**config.mk**
```make
export PLATFORM = sky130hd
export DESIGN_NAME = mem_board_sel
export DESIGN_NICKNAME = d
export VERILOG_FILES = /design/src/rtl/mem_board_sel_pkg.sv /design/src/rtl/mem_field_split.sv /design/src/rtl/mem_range_match.sv /design/src/rtl/mem_mod_onehot.sv /design/src/rtl/mem_board_sel.sv
export SDC_FILE = /design/constraint.sdc
export NUM_CORES = 1
export LEC_CHECK = 0
export BUFFER_PORTS_ARGS = -buffer_cell sky130_fd_sc_hd__buf_4
export CAP_MARGIN = 20
export CORE_MARGIN = 3
export CORE_UTILIZATION = 47
export DETAILED_ROUTE_END_ITERATION = 10
export PLACE_DENSITY = 0.82
export RECOVER_POWER = 100
export SLEW_MARGIN = 5
export SYNTH_ARGS = -nofsm -noshare
export SYNTH_HDL_FRONTEND = slang
export SYNTH_SLANG_ARGS = --single-unit
```
**constraint.sdc**
```tcl
create_clock -name clk -period 2.93 [get_ports clk]
set_input_delay 0.1465 -clock clk [delete_from_list [all_inputs] [get_ports clk]]
set_output_delay 0.1465 -clock clk [all_outputs]
set_load 0.03 [all_outputs]
```
**src/rtl/mem_board_sel_pkg.sv**
```systemverilog
package mem_board_sel_pkg;

    typedef enum logic [1:0] {
        CAP_32K  = 2'd0,
        CAP_64K  = 2'd1,
        CAP_128K = 2'd2,
        CAP_256K = 2'd3
    } cap_e;

    localparam int WORD_W  = 16;
    localparam int MOD_W   = 2;
    localparam int NUM_MOD = 1 << MOD_W;
    localparam int COL_W   = 6;
    localparam int ROW_MAX = 6;
    localparam int BANK_MAX = 2;
    localparam int BOARD_MAX = 3;

    typedef logic [ROW_MAX-1:0]   row_t;
    typedef logic [COL_W-1:0]     col_t;
    typedef logic [BANK_MAX-1:0]  bank_t;
    typedef logic [BOARD_MAX-1:0] board_t;

    function automatic int row_width(cap_e c);
        return (c == CAP_256K || c == CAP_128K) ? 6 : 5;
    endfunction

    function automatic int bank_width(cap_e c);
        case (c)
            CAP_256K: return 2;
            CAP_64K:  return 1;
            default:  return 0;
        endcase
    endfunction

    function automatic int board_width(cap_e c);
        return WORD_W - MOD_W - COL_W - row_width(c) - bank_width(c);
    endfunction

endpackage

```
**src/rtl/mem_field_split.sv**
```systemverilog
module mem_field_split
    import mem_board_sel_pkg::*;
#(
    parameter cap_e CAPACITY = CAP_64K
) (
    input  logic [WORD_W-1:0] word,
    output logic [MOD_W-1:0]  mod_f,
    output col_t              col_f,
    output row_t              row_f,
    output bank_t             bank_f,
    output board_t            board_f
);
    localparam int ROW_W    = row_width(CAPACITY);
    localparam int BANK_W   = bank_width(CAPACITY);
    localparam int BOARD_W  = board_width(CAPACITY);
    localparam int COL_LSB  = MOD_W;
    localparam int ROW_LSB  = COL_LSB + COL_W;
    localparam int BANK_LSB = ROW_LSB + ROW_W;
    localparam int BRD_LSB  = BANK_LSB + BANK_W;

    assign mod_f = word[MOD_W-1:0];
    assign col_f = word[COL_LSB +: COL_W];

    logic [ROW_W-1:0] row_raw;
    assign row_raw = word[ROW_LSB +: ROW_W];
    assign row_f   = row_t'(row_raw);

    generate
        if (BANK_W > 0) begin : g_bank
            logic [BANK_W-1:0] bank_raw;
            assign bank_raw = word[BANK_LSB +: BANK_W];
            assign bank_f   = bank_t'(bank_raw);
        end else begin : g_no_bank
            assign bank_f = '0;
        end

        if (BOARD_W > 0) begin : g_board
            logic [BOARD_W-1:0] board_raw;
            assign board_raw = word[BRD_LSB +: BOARD_W];
            assign board_f   = board_t'(board_raw);
        end else begin : g_no_board
            assign board_f = '0;
        end
    endgenerate

endmodule

```
**src/rtl/mem_range_match.sv**
```systemverilog
module mem_range_match
    import mem_board_sel_pkg::*;
#(
    parameter int BOARD_W = 2
) (
    input  board_t board_f,
    input  board_t lo,
    input  board_t hi,
    output logic   match
);
    generate
        if (BOARD_W == 0) begin : g_sole_board
            assign match = 1'b1;
        end else begin : g_ranged
            assign match = (board_f >= lo) && (board_f <= hi);
        end
    endgenerate
endmodule

```
**src/rtl/mem_mod_onehot.sv**
```systemverilog
module mem_mod_onehot
    import mem_board_sel_pkg::*;
(
    input  logic               en,
    input  logic [MOD_W-1:0]   mod_f,
    output logic [NUM_MOD-1:0] sel
);
    generate
        for (genvar i = 0; i < NUM_MOD; i++) begin : g_sel
            assign sel[i] = en && (mod_f == MOD_W'(i));
        end
    endgenerate
endmodule

```
**src/rtl/mem_board_sel.sv**
```systemverilog
module mem_board_sel
    import mem_board_sel_pkg::*;
#(
    parameter cap_e CAPACITY = CAP_64K
) (
    input  logic               clk,
    input  logic               rst_n,
    input  logic               mem_start,
    input  logic [WORD_W-1:0]  bus_word,
    input  logic [2:0]         range_lo,
    input  logic [2:0]         range_hi,
    output logic               dec_done,
    output logic               board_hit,
    output logic [NUM_MOD-1:0] mod_sel,
    output logic [1:0]         bank_idx,
    output logic [5:0]         row_addr,
    output logic [5:0]         col_addr
);
    localparam int BOARD_W = board_width(CAPACITY);

    typedef enum logic [1:0] {
        ST_IDLE = 2'd0,
        ST_HIT  = 2'd1,
        ST_MISS = 2'd2
    } state_e;

    state_e state_q, state_d;

    logic [MOD_W-1:0] mod_f, mod_q;
    col_t             col_f, col_q;
    row_t             row_f, row_q;
    bank_t            bank_f, bank_q;
    board_t           board_f;
    logic             match;
    logic             hit_now;
    logic [NUM_MOD-1:0] sel_w;

    mem_field_split #(.CAPACITY(CAPACITY)) u_split (
        .word    (bus_word),
        .mod_f   (mod_f),
        .col_f   (col_f),
        .row_f   (row_f),
        .bank_f  (bank_f),
        .board_f (board_f)
    );

    mem_range_match #(.BOARD_W(BOARD_W)) u_match (
        .board_f (board_f),
        .lo      (range_lo),
        .hi      (range_hi),
        .match   (match)
    );

    always_comb begin
        state_d = ST_IDLE;
        if (mem_start) begin
            state_d = match ? ST_HIT : ST_MISS;
        end
    end

    always_ff @(posedge clk or negedge rst_n) begin
        if (!rst_n) begin
            state_q <= ST_IDLE;
        end else begin
            state_q <= state_d;
        end
    end

    always_ff @(posedge clk or negedge rst_n) begin
        if (!rst_n) begin
            mod_q  <= '0;
            col_q  <= '0;
            row_q  <= '0;
            bank_q <= '0;
        end else if (mem_start) begin
            mod_q  <= mod_f;
            col_q  <= col_f;
            row_q  <= row_f;
            bank_q <= bank_f;
        end
    end

    assign hit_now = (state_q == ST_HIT);

    mem_mod_onehot u_onehot (
        .en    (hit_now),
        .mod_f (mod_q),
        .sel   (sel_w)
    );

    always_comb begin
        dec_done  = 1'b0;
        board_hit = 1'b0;
        mod_sel   = '0;
        bank_idx  = '0;
        row_addr  = '0;
        col_addr  = '0;
        unique case (state_q)
            ST_IDLE: begin
            end
            ST_HIT: begin
                dec_done  = 1'b1;
                board_hit = 1'b1;
                mod_sel   = sel_w;
                bank_idx  = bank_q;
                row_addr  = row_q;
                col_addr  = col_q;
            end
            ST_MISS: begin
                dec_done = 1'b1;
            end
            default: begin
            end
        endcase
    end

endmodule

```
==> results.md <==
* Antenna violations before repair at 0
* Die area at roughly 2400 um^2
* CP endpoint kind: output pin
* CTS buffer count at 3
* Area delta synth->final at 31.71%
* Pwr Density at about 430 nW/um^2
* Final routed DRC violation total at 0
* Setup bufs post-CTS at 0
* Worst rel slew slack at 0.4305
* DRT Wirelength at 1844 um
* Async SR Flop Fraction at 1.000
* Input/output buffers at 42
* Num rows at 14
* Most frequent cells after synthesis: dfrtp_1, and2_1, mux2_4
* Starting DRT DRC Count at 1
* Starting Density at 0.5376
* Top cells by area, synth: dfrtp_1, mux2_4, and2_1
* Die W at a little under 50 um
* DPL Wire Length at 1467 um
* DRT Pass-1 Iters at 4
* Vias per cell at between 4 and 5
* Met3 WL post-DR at 149 um
* Worst-Skew Late Latency at roughly 0.27 ns
* Final cycle utilization of the critical path at 0.6358
* Yosys top cell by area: dfrtp_1
* Fin. Hold Viols at 0
* First-pass GRT wire length at roughly 3200 um
* CTS H-Tree Depth at 1
* ANT cells at 0
* Antenna Nets Post-Route at 0
* Max cap viols at 0
* WS Path Type: reg2out
* Worst-path clk slew at approximately 0.090 ns
* Logic pwr share at 0.210
* Register area share after synthesis at 0.4571
* VDD IR-drop max at between 200 and 250 uV
* Sw frac at 0.2630
* Vias at 636
* Ratio of cells with drive above 1 in the final layout at 0.3772
* Met2 routed WL at roughly 920 um
* Final Util at 0.7081
* Post-synth top area share at 0.4571
* Met1 WL at ~750 um
* Tmin final at roughly 1.9 ns
* Final Max Tran Viols at 0
* Static Leakage at 0.5751 nW
* Cell variety after synth at 22
* Clock Skew at 0 ns
* Seq pwr share at 0.508
* CTS tree: yes
* TNS Setup at 0 ns
* Worst min path class: in2reg
* Vias in the first global route at 680
* Syn_area_per_cell at roughly 12 um^2
* Final Power at approximately 0.0005 W
* RSZ-0062 raised after global routing: no
* Required @ worst endpoint at 2.78 ns
* GRT Residual Overflow at 0
* Die height at 49.17 um
* Top-count cell post-synth: dfrtp_1
* Clock power share at 0.282
* Root buf cell: clkbuf_4
* Placer Congestion at 0.6513
* Cells after Synth at 71
* Status: complete, no violations
* Ys Warns at 0
* Critical path fanouts, max at 17
* Largest net degree at the start of global routing at 18
* P_sw at about 0.00013 W
* Predominant post-synthesis flop cell: dfrtp_1
* Nets at 145
* Drt wl/cell at about 13 um
* Top-Level Pins at 45
* Startpoint types: flip-flop
* Number of synthesized flops with an enable pin at 0
* GRT Total Usage at 0.1723
* Clk sinks at 16
* Final setup viols at 0
* Fmax at ~540 MHz
* WP data arrival at about 1.7 ns
* Worst-margin pin slew at ~0.85 ns
* Clk buf depth at 2
* Pint at between 0.0003 and 0.0004 W
* Mapped Area at 875.8 um^2
* Highest routed layer: met4
* FF+latch count, synth at 16
* Area of the core at 1629 um^2
## sequential cells by signal (all words and copies together), names as in the netlist
name / count
mod_q: 2
bank_q: 1
col_q: 6
row_q: 5
state_q: 2
## stage by stage
stage | hold WS [ns] | setup slack [ns] | cell area [um^2] | instances
final | 0.08441 | 1.067 | 1154 | 138
after floorplan | -0.1491 | 1.214 | 879.6 | 72
after CTS | 0.08819 | 1.211 | 1221 | 138
after global routing | 0.07434 | 0.8877 | 1154 | 138
after detailed placement | 0.01359 | 1.530 | 1175 | 133
after global placement | 0.008649 | 1.601 | 1175 | 133
## critical path: stages (launching register included)
cell	delay, ns
dfrtp_1	0.37
inv_1	0.05
ha_1	0.42
nor3b_1	0.26
clkbuf_1	0.34
## worst paths after layout
check / end / from / cells past startpoint / slack [ns]
min in group asynchronous: col_q[2]$_DFFE_PN0P_ / rst_n / 2 / 0.49
worst max register to register: mod_q[1]$_DFFE_PN0P_ / mod_q[1]$_DFFE_PN0P_ / 1 / 2.11
worst min register to register: row_q[0]$_DFFE_PN0P_ / row_q[0]$_DFFE_PN0P_ / 1 / 0.49
worst max-delay path: mod_sel[0] / state_q[1]$_DFF_PN0_ / 4 / 1.07
max in group asynchronous: mod_q[1]$_DFFE_PN0P_ / rst_n / 2 / 1.91
worst min-delay path: row_q[0]$_DFFE_PN0P_ / bus_word[8] / 2 / 0.08
## power by group through the flow
stage	Combinational, W	Clock, W	Sequential (W)
finish	0.000105	0.000141	0.000254
floorplan	0.0000776	0	0.000254
global placement	0.000116	0	0.000257
CTS	0.000122	0.000145	0.000255
global route	0.000117	0.000157	0.000258
detailed placement	0.000121	0	0.000259
## cells in the final DEF, fill, tap and decap left out, drive strengths merged, types with 5 or more instances in the layout
master	instances
buf	31
ha	5
clkbuf	15
and2	12
mux2	14
dfrtp	16
inv	5
## cell type report
class	count	area [um^2]
fill	146	475.5
sequential	16	400.4
multi-input combinational	46	380.4
timing repair buffer	43	287.8
clock buffer	4	36.28
tap	24	30.03
inverter	5	18.77
## timing repair
item / in CTS / in global routing
gates resized for setup: 0 / 0
hold buffers: 1 / 0
hold endpoints to repair: 16 / 0
## per-layer routing
metal,up-vias,track usage
met3,2,0.03364
met2,31,0.2969
met1,288,0.2074
met5,-,0
met4,0,0.07109
li1,315,-
## logic make-up after synthesis
| logic type | after synthesis | share of synthesized area |
|---|---|---|
| compound gates | 3 | 0.01999 |
| fa+ha+maj | 5 | 0.07143 |
| flops | 16 | 0.4571 |
| mux | 14 | 0.2143 |
| other cells | 1 | 0.004282 |
| simple gates | 22 | 0.1543 |
| buf+inv | 10 | 0.07856 |
(Power assumes the default switching activity.)
